## src/rtl/bank_pkg.sv

```systemverilog
package bank_pkg;

  typedef enum logic [1:0] {
    CT_TYPEA = 2'd0,
    CT_SEVEN = 2'd1,
    CT_NINE  = 2'd2,
    CT_NONE  = 2'd3
  } ctl_kind_e;

  typedef enum logic [2:0] {
    RG_EN    = 3'd0,
    RG_ROM_A = 3'd1,
    RG_ROM_B = 3'd2,
    RG_AUX   = 3'd3,
    RG_MODE  = 3'd4
  } region_e;

endpackage

```

## src/rtl/bank_rst_sync.sv

```systemverilog
module bank_rst_sync #(
  parameter int STAGES = 2
) (
  input  logic clk,
  input  logic rst_n_in,
  output logic rst_n_out
);

  logic [STAGES-1:0] sync_q;

  always_ff @(posedge clk or negedge rst_n_in) begin
    if (!rst_n_in) sync_q <= '0;
    else           sync_q <= {sync_q[STAGES-2:0], 1'b1};
  end

  assign rst_n_out = sync_q[STAGES-1];

endmodule

```

## src/rtl/bank_size_mask.sv

```systemverilog
module bank_size_mask #(
  parameter int W = 9
) (
  input  logic [W:0]   size_i,
  output logic [W-1:0] mask_o
);

  logic [W:0] size_m1;

  assign size_m1 = size_i - {{W{1'b0}}, 1'b1};
  assign mask_o  = size_m1[W-1:0];

  logic unused_top_bit;
  assign unused_top_bit = size_m1[W];

endmodule

```

## src/rtl/bank_region_dec.sv

```systemverilog
module bank_region_dec
  import bank_pkg::*;
#(
  parameter int ADDR_W = 16
) (
  input  logic              wr_en,
  input  logic [ADDR_W-1:0] addr,
  output logic              hit,
  output region_e           region
);

  localparam int SEL_LSB = ADDR_W - 4;

  logic [2:0] slice;

  assign slice = addr[SEL_LSB +: 3];
  assign hit   = wr_en && !addr[ADDR_W-1];

  always_comb begin
    case (slice)
      3'd0, 3'd1: region = RG_EN;
      3'd2:       region = RG_ROM_A;
      3'd3:       region = RG_ROM_B;
      3'd4, 3'd5: region = RG_AUX;
      default:    region = RG_MODE;
    endcase
  end

  logic unused_low_addr;
  assign unused_low_addr = ^addr[SEL_LSB-1:0];

endmodule

```

## src/rtl/bank_cmd_decode.sv

```systemverilog
module bank_cmd_decode
  import bank_pkg::*;
#(
  parameter int ROM_W  = 9,
  parameter int RAM_W  = 4,
  parameter int DATA_W = 8,
  parameter int CSEL_W = 4
) (
  input  ctl_kind_e         kind,
  input  region_e           region,
  input  logic [DATA_W-1:0] data,
  input  logic [ROM_W-1:0]  rom_q,
  input  logic [RAM_W-1:0]  ram_q,
  input  logic              en_q,
  input  logic              mode_q,
  input  logic [CSEL_W-1:0] sel_q,
  output logic [ROM_W-1:0]  rom_n,
  output logic [RAM_W-1:0]  ram_n,
  output logic              en_n,
  output logic              mode_n,
  output logic [CSEL_W-1:0] sel_n
);

  logic [4:0] lo5;
  logic [6:0] lo7;
  logic [7:0] lo8;
  logic       en_cmd;

  assign lo5    = (data[4:0] == 5'd0) ? 5'd1 : data[4:0];
  assign lo7    = (data[6:0] == 7'd0) ? 7'd1 : data[6:0];
  assign lo8    = (data[7:0] == 8'd0) ? 8'd1 : data[7:0];
  assign en_cmd = (data[3:0] == 4'hA);

  always_comb begin
    rom_n  = rom_q;
    ram_n  = ram_q;
    en_n   = en_q;
    mode_n = mode_q;
    sel_n  = sel_q;
    case (kind)
      CT_TYPEA: begin
        case (region)
          RG_EN: en_n = en_cmd;
          RG_ROM_A, RG_ROM_B: begin
            rom_n      = '0;
            rom_n[6:5] = rom_q[6:5];
            rom_n[4:0] = lo5;
          end
          RG_AUX: begin
            if (mode_q) begin
              ram_n      = '0;
              ram_n[1:0] = data[1:0];
            end else begin
              rom_n      = '0;
              rom_n[6:5] = data[1:0];
              rom_n[4:0] = rom_q[4:0];
            end
          end
          default: mode_n = data[0];
        endcase
      end
      CT_SEVEN: begin
        case (region)
          RG_EN: en_n = en_cmd;
          RG_ROM_A, RG_ROM_B: begin
            rom_n      = '0;
            rom_n[6:0] = lo7;
          end
          RG_AUX: begin
            sel_n      = data[CSEL_W-1:0];
            ram_n      = '0;
            ram_n[1:0] = data[1:0];
          end
          default: ;
        endcase
      end
      CT_NINE: begin
        case (region)
          RG_EN:    en_n = en_cmd;
          RG_ROM_A: rom_n[7:0] = lo8;
          RG_ROM_B: rom_n[8]   = data[0];
          RG_AUX: begin
            ram_n      = '0;
            ram_n[3:0] = data[3:0];
          end
          default: ;
        endcase
      end
      default: ;
    endcase
  end

endmodule

```

## src/rtl/cart_bank_ctrl.sv

```systemverilog
module cart_bank_ctrl
  import bank_pkg::*;
#(
  parameter int ROM_W  = 9,
  parameter int RAM_W  = 4,
  parameter int ADDR_W = 16,
  parameter int DATA_W = 8,
  parameter int CSEL_W = 4
) (
  input  logic              clk,
  input  logic              rst_n,
  input  logic [1:0]        ctrl_type,
  input  logic [ROM_W:0]    rom_size,
  input  logic [RAM_W:0]    ram_size,
  input  logic              wr_en,
  input  logic [ADDR_W-1:0] wr_addr,
  input  logic [DATA_W-1:0] wr_data,
  output logic [ROM_W-1:0]  rom_bank,
  output logic [RAM_W-1:0]  ram_bank,
  output logic              ram_en,
  output logic [CSEL_W-2:0] clk_reg_sel,
  output logic              clk_reg_vld
);

  localparam logic [ROM_W-1:0] ROM_RST = ROM_W'(1);

  logic       rst_sync_n;
  logic       hit;
  logic       upd;
  region_e    region;
  ctl_kind_e  kind;

  logic [ROM_W-1:0]  rom_mask, rom_q, rom_n, rom_d;
  logic [RAM_W-1:0]  ram_mask, ram_q, ram_n, ram_d;
  logic              en_q, en_n, mode_q, mode_n;
  logic [CSEL_W-1:0] sel_q, sel_n;

  bank_rst_sync #(.STAGES(2)) u_rst (
    .clk(clk), .rst_n_in(rst_n), .rst_n_out(rst_sync_n)
  );

  bank_size_mask #(.W(ROM_W)) u_rom_mask (.size_i(rom_size), .mask_o(rom_mask));
  bank_size_mask #(.W(RAM_W)) u_ram_mask (.size_i(ram_size), .mask_o(ram_mask));

  bank_region_dec #(.ADDR_W(ADDR_W)) u_dec (
    .wr_en(wr_en), .addr(wr_addr), .hit(hit), .region(region)
  );

  assign kind = ctl_kind_e'(ctrl_type);
  assign upd  = hit && (kind != CT_NONE);

  bank_cmd_decode #(
    .ROM_W(ROM_W), .RAM_W(RAM_W), .DATA_W(DATA_W), .CSEL_W(CSEL_W)
  ) u_cmd (
    .kind(kind), .region(region), .data(wr_data),
    .rom_q(rom_q), .ram_q(ram_q), .en_q(en_q), .mode_q(mode_q), .sel_q(sel_q),
    .rom_n(rom_n), .ram_n(ram_n), .en_n(en_n), .mode_n(mode_n), .sel_n(sel_n)
  );

  always_comb begin
    rom_d = rom_n & rom_mask;
    ram_d = ram_n & ram_mask;
  end

  always_ff @(posedge clk or negedge rst_sync_n) begin
    if (!rst_sync_n) begin
      rom_q  <= ROM_RST;
      ram_q  <= '0;
      en_q   <= 1'b0;
      mode_q <= 1'b0;
      sel_q  <= '0;
    end else if (upd) begin
      rom_q  <= rom_d;
      ram_q  <= ram_d;
      en_q   <= en_n;
      mode_q <= mode_n;
      sel_q  <= sel_n;
    end
  end

  assign rom_bank    = rom_q;
  assign ram_bank    = ram_q;
  assign ram_en      = en_q;
  assign clk_reg_sel = sel_q[CSEL_W-2:0];
  assign clk_reg_vld = sel_q[CSEL_W-1];

  // enable follows the low nibble key
  a_r1_ram_enable: assert property (@(posedge clk) disable iff (!rst_sync_n)
    (upd && region == RG_EN) |=> (ram_en == ($past(wr_data[3:0]) == 4'hA)));

  // zero never reaches the low ROM field unless trimmed away
  a_r2_zero_remap: assert property (@(posedge clk) disable iff (!rst_sync_n)
    (upd && kind == CT_TYPEA && (region == RG_ROM_A || region == RG_ROM_B)
     && wr_data[4:0] == 5'd0 && rom_mask[0]) |=> rom_bank[0]);

  // clock-register valid bit follows data bit 3
  a_r6_clock_sel: assert property (@(posedge clk) disable iff (!rst_sync_n)
    (upd && kind == CT_SEVEN && region == RG_AUX) |=> (clk_reg_vld == $past(wr_data[3])));

  // bank numbers stay within fitted size after a write
  a_r8_rom_masked: assert property (@(posedge clk) disable iff (!rst_sync_n)
    upd |=> ((rom_bank & ~rom_mask) == '0));

  a_r8_ram_masked: assert property (@(posedge clk) disable iff (!rst_sync_n)
    upd |=> ((ram_bank & ~ram_mask) == '0));

  // ignored cycles leave every output unchanged
  a_r10_hold: assert property (@(posedge clk) disable iff (!rst_sync_n)
    !upd |=> ($stable(rom_bank) && $stable(ram_bank) && $stable(ram_en)
              && $stable(clk_reg_sel) && $stable(clk_reg_vld)));

endmodule

```

## config.mk

```make
export PLATFORM = sky130hd
export DESIGN_NAME = cart_bank_ctrl
export DESIGN_NICKNAME = d
export VERILOG_FILES = /design/src/rtl/bank_pkg.sv /design/src/rtl/bank_rst_sync.sv /design/src/rtl/bank_size_mask.sv /design/src/rtl/bank_region_dec.sv /design/src/rtl/bank_cmd_decode.sv /design/src/rtl/cart_bank_ctrl.sv
export SDC_FILE = /design/constraint.sdc
export NUM_CORES = 1
export LEC_CHECK = 0
export BUFFER_PORTS_ARGS = -buffer_cell sky130_fd_sc_hd__buf_2
export CAP_MARGIN = 15
export CELL_PAD_IN_SITES_DETAIL_PLACEMENT = 1
export CELL_PAD_IN_SITES_GLOBAL_PLACEMENT = 1
export CORE_ASPECT_RATIO = 1.2
export CORE_MARGIN = 5
export CORE_UTILIZATION = 39
export DETAILED_ROUTE_END_ITERATION = 8
export GPL_ROUTABILITY_DRIVEN = 0
export PLACE_DENSITY_LB_ADDON = 0.1
export SETUP_SLACK_MARGIN = 0.5
export SYNTH_ARGS = -nofsm -noshare
export SYNTH_HDL_FRONTEND = slang
export SYNTH_HIERARCHICAL = 1
export SYNTH_SLANG_ARGS = --single-unit
```

## constraint.sdc

```tcl
create_clock -name clk -period 1.3 [get_ports clk]
set_input_delay 0.13 -clock clk [delete_from_list [all_inputs] [get_ports clk]]
set_output_delay 0.13 -clock clk [all_outputs]
set_load 0.1 [all_outputs]
```

# --- Word level (Yosys, flattened, before mapping) ---
# Index checks and enable logic that the tools add are counted.
totals:
  out_inout_bits: 18
  regBits: 21
  in_bits: 44
  rom_bits: 0
  mem_bits_rw: 0
  latch_bits: 0
  elab_cells: 55
  mem_count: 0
op_classes:
  n_lt_le_gt_ge: 0
  mux: 15
  n_reduce_logical: 17
  n_eq_ne: 12
  div: 0
  shifts: 0
  mul: 0
  bitwise: 3
  addsub: 2
op_table:
  columns: ["cell", "n"]
  rows:
  - ["9-bit one-hot mux with 3 select lines", 1]
  - ["9-bit 2-to-1 mux", 2]
  - ["9-bit one-hot mux with 2 select lines", 1]
  - ["4-bit 2-to-1 mux", 4]
  - ["8-bit 2-to-1 mux", 2]
  - ["3-bit by 2-bit equality test with 1-bit output, second input constant", 4]
  - ["3-bit one-hot mux with 4 select lines", 1]
  - ["4-bit one-hot mux with 3 select lines", 1]
  - ["9-bit bitwise AND", 1]
  - ["3-bit AND reduction", 3]
  - ["9-bit by 1-bit subtractor with 9-bit output, second input constant", 1]
  - ["8-bit logical NOT", 1]
  - ["7-bit logical NOT", 1]
  - ["7-bit 2-to-1 mux", 1]
  - ["3-bit by 1-bit equality test with 1-bit output, second input constant", 2]
  - ["3-bit equality test, second input constant", 2]
  - ["3-bit logical NOT", 2]
  - ["2-bit OR reduction", 3]
  - ["5-bit logical NOT", 1]
  - ["5-bit 2-to-1 mux", 1]
  - ["4-bit bitwise AND", 1]
  - ["4-bit equality test, second input constant", 1]
  - ["4-bit OR reduction", 1]
  - ["4-bit by 1-bit subtractor with 4-bit output, second input constant", 1]
  - ["9 further kinds", 10]

# --- Depth between registers and ports, before layout ---
logic_depth:
  word_depth: 8
  ltp_mapped: 9
  depth_no_buf: 8

# --- Modules after synthesis ---
# Netlist, hierarchy kept.
by_module_without_submodules:
  columns: ["mod", "instances", "cells_each", "area_per_inst_um2", "seq_area_each_um2"]
  rows:
  - ["cart_bank_ctrl", 1, 67, 814.5, 476.7]
  - ["bank_cmd_decode", 1, 88, 610.6, 0.0]
  - ["bank_size_mask (u_rom_mask)", 1, 20, 147.6, 0.0]
  - ["bank_region_dec", 1, 7, 56.3, 0.0]
  - ["bank_rst_sync", 1, 3, 53.8, 50.0]
  - ["bank_size_mask (u_ram_mask)", 1, 7, 51.3, 0.0]

# --- Worst setup path after synthesis ---
# Ideal clock, no wire load.
synth_path:
  path_type: "input -> register"
  from: "in wr_addr[14]"
  to: "reg sel_q[0]"
  slack_ns: -0.315
  setup_ns: 0.126
  n_path_buf: 1
  cell_stages: 7
  t_required_ns: 1.174
  arrival_ns: 1.489
  path_cell_list: "nand2b_4 > o21ai_2 > buf_6 > nand3b_4 > nor3b_2 > mux2_2 > mux2_2"
synth_via:
  elab_chain_len: 5
  elab_cells_between_ends: 11
  classes_between: "eq/ne (6); mux (1); reduce/logical (4)"
synth_lines:
  columns: ["element", "line", "text"]
  rows:
  - ["start: declaration", "cart_bank_ctrl.sv:16", "input logic [ADDR_W-1:0] wr_addr,"]
  - ["3-bit equality test (tied with other cells)", "bank_region_dec.sv:20", "case (slice)"]
  - ["2-bit OR reduction", "bank_region_dec.sv:20", null]
  - ["3-bit one-hot mux with 4 select lines (*)", "bank_region_dec.sv:20", null]
  - ["net region[1]", "cart_bank_ctrl.sv:30", "region_e region;"]
  - ["3-bit by 2-bit equality test with 1-bit output (*)", "bank_cmd_decode.sv:63", "case (region)"]
  - ["3-bit AND reduction (no line) (*)", null, null]
  - ["end signal: assignment", "cart_bank_ctrl.sv:77", "sel_q <= sel_n;"]
  - ["end: declaration", "cart_bank_ctrl.sv:36", "logic [CSEL_W-1:0] sel_q, sel_n;"]
# Mark *: on every way through the listed nets, which the timed path passes. The rest lies on a longest branch.
# A chain may end at the register's enable or synchronous reset.

# --- Worst setup path in the final report ---
layout_path:
  from: "in wr_addr[14]"
  to: "reg sel_q[2]"
# Same word-level chain as after synthesis.

==> out/summary.txt <==
Status = finished with violations
Failing checks = setup timing
Dominant cell type by area after synthesis = dfrtp_1
F_max = 598 MHz
R2r worst-path depth = 6
First-pass GRT wire length = 9.90 mm
Worst Setup End Kind = flip-flop
Final net count = 324
Final Hold Vio Count = 0
Synthesized Nets = 238
Die Y = 83.0 um
Post-DP HPWL = 4.30 mm
Global Route met1 Usage = 0.221
Reg-to-Reg End = rom_bank[8]$_DFFE_PN0P_
H-tree levels = 1
Critical Path Source Type = primary input
Post-synth top cells = inv_1 (26), nand2_1 (22), dfrtp_1 (20)
Share of cells above drive strength 1 = 0.556
Most Crowded Layer GR = met2
Final non-filler cell total = 333
Fin crit share = 1.29
Top cells by area, synth = dfrtp_1 (29%), mux2i_1 (8.1%), mux2_2 (7.1%), inv_1 (5.6%), nand2_1 (4.8%)
GRT Util Overall = 0.211
Final Setup Violations = 16
Met3 GRT Util = 0.0302
DP Worst Slack = -0.616 ns
TritonCTS clock tree = done
Total grt overflow = 0
FF+latch count, synth = 21
Wire length per cell = 20.3 um
Yosys warning total = 6
Sequential fraction of the synthesis area = 0.304
Pins Over Slew Limit = 0
CTS Buf Count = 3
Clk sinks = 21
CP Capture Point = sel_q[2]$_DFFE_PN0P_
Max VDD drop = 964 uV
DR vias/cell = 5.53
Yosys cell types = 54
Reg2reg setup slack = -0.26 ns
Starting Density = 0.404
Clk_skew = 0.00672 ns
Synth top area share = 0.289
Most used DFF post-synth = dfrtp_1
DRC = 0
WP buf/inv = 1
Core area = 0.00429 sq mm
RSZ-0062 raised after global routing = yes
Post-DP Area = 0.00225 sq mm
Post-synth EDFFs = 0
Max stage delay on crit path = 0.43 ns
Die ar. = 0.00589 sq mm
Max-cap viol count = 0
CTS root buffer = clkbuf_8
Synth Area per Inst = 9.03 sq um
Crit-path max FO = 7
Vias = 1,843
Antenna diodes = 0
Minimum clock period = 1.67 ns
Asr flop ratio synth = 1.00
Post-DRT Antenna Nets = 0
Most frequent cell after synthesis = inv_1
Critical path depth in cells = 7
Vias in the first global route = 2,024
Initial drt markers = 150
Area grow syn2layout = 62.7%
Worst min-delay path class = in -> reg
Slowest CP cell = nor3b_4
Cell count after synthesis = 192
PnR worst setup slack = -0.371 ns
Critical Path AT = 1.84 ns
Largest net degree at the start of global routing = 20
Buffer depth of the longest clock path = 2
Leak = 1.26 nW
Cell Rows = 26
Port Buffer Count = 47
Fin area = 0.00282 sq mm
Width of the die = 70.9 um
Initial antenna violation count = 0
Drt total wl = 6.75 mm
Reg-to-Reg Start = mode_q$_DFFE_PN0P_
CP cell instances = buf_8 -> nand2b_4 -> o21ai_4 -> nand3b_4 -> nor3b_4 -> mux2_4 -> mux2_4
Hold slack = 0.150 ns
Clk pin slew, worst setup/hold paths = 0.09 ns
PwrDens = 1200 mW/mm^2
Placed insts = 318
Io pins = 62
Drt first pass iters = 4
Mapped Area = 0.00173 sq mm
CP delay by family, top = simple AND/OR/NAND/NOR gates
Crit. Startpoint = wr_addr[14]
Setup_tns = -3.89 ns
Clk_lat worst skew = 0.28 ns
Critical path type = in -> reg
Met2 usage = 0.413
Critical Path Most Common Cell = mux2_4
CP required = 1.47 ns
-- kinds of logic (layout without fill, tap and decap cells) --
| kind of cell | after synthesis | count (layout) | share of synthesized area |
|---|---|---|---|
| other cells | 1 | 1 | 0.00216 |
| xor+xnor | 8 | 8 | 0.0404 |
| buf+inv | 34 | 119 | 0.102 |
| flops | 21 | 21 | 0.304 |
| mux | 25 | 25 | 0.152 |
| simple gates | 64 | 64 | 0.219 |
| fa+ha+maj | 2 | 2 | 0.0144 |
| compound gates | 37 | 37 | 0.165 |
-- cells in the final DEF, fill, tap and decap left out, types with 6 or more instances in the layout --
cell type and instances:
buf_12 19, buf_2 27, buf_4 34, buf_6 7, nand2_1 22, xor2_1 6, nor2_1 6, mux2i_1 14
inv_1 25, dfrtp_2 18, mux2_4 8
-- where the power goes --
part | switching, mW | internal (mW) | total [mW]
Clock | 0.259 | 0.215 | 0.474
Sequential | 0.185 | 0.789 | 0.974
Combinational | 1.12 | 0.814 | 1.93
Total | 1.56 | 1.82 | 3.38
-- how the worst min path moves through the flow --
stage           startpoint                        end  slack, ns  depth (start not counted)
3_5_place_dp         rst_n  u_rst/sync_q[0]$_DFF_PN0_      -0.08                          1
4_1_cts        ram_size[3]    ram_bank[3]$_DFFE_PN0P_       0.15                          4
6_report       ram_size[3]    ram_bank[3]$_DFFE_PN0P_       0.15                          4
3_3_place_gp         rst_n  u_rst/sync_q[1]$_DFF_PN0_      -0.09                          1
5_1_grt        ram_size[3]    ram_bank[3]$_DFFE_PN0P_       0.16                          4
2_1_floorplan        rst_n  u_rst/sync_q[0]$_DFF_PN0_      -0.17                          0
-- per-stage QoR --
step | util | total power [mW]
detailed placement | 0.525 | 2.36
finish | 0.657 | 3.38
global route | 0.657 | 3.52
global placement | 0.525 | 2.31
floorplan | - | 1.97
CTS | 0.621 | 3.21
-- metal layers --
metal	wire (um)	part of all wire
met5	0	0
met1	2440	0.36
met3	366	0.054
met4	230	0.034
met2	3710	0.55
-- tightest hold or removal path, stage by stage --
cell,delay (ns)
buf_2,0.08
xor2_1,0.06
nand2_1,0.06
mux2i_1,0.06
-- state kept, by name, summed over array words and instances, names as in the netlist --
register      count
mode_q            1
ram_bank          4
ram_en            1
rom_bank          9
sel_q             4
u_rst/sync_q      2
-- final cells by class --
cell class              count  area, sq um
clock buffers               3         41.3
repair buffers             89          875
flip-flops and latches     21          553
fillers                   482         1470
inverters                  26         97.6
clock inverters             1         5.00
multi-input cells         137         1180
well taps                  56         70.1
-- timing repair --
item	4_1_cts	5_1_grt
pin swaps	6	13
buffers inserted	4	6
gates resized for setup	84	27
endpoints found under the hold margin	2	0
hold buffers	1	0
setup endpoints to repair	37	37
gates cloned	0	0
Power figures use the tool's default switching activity.
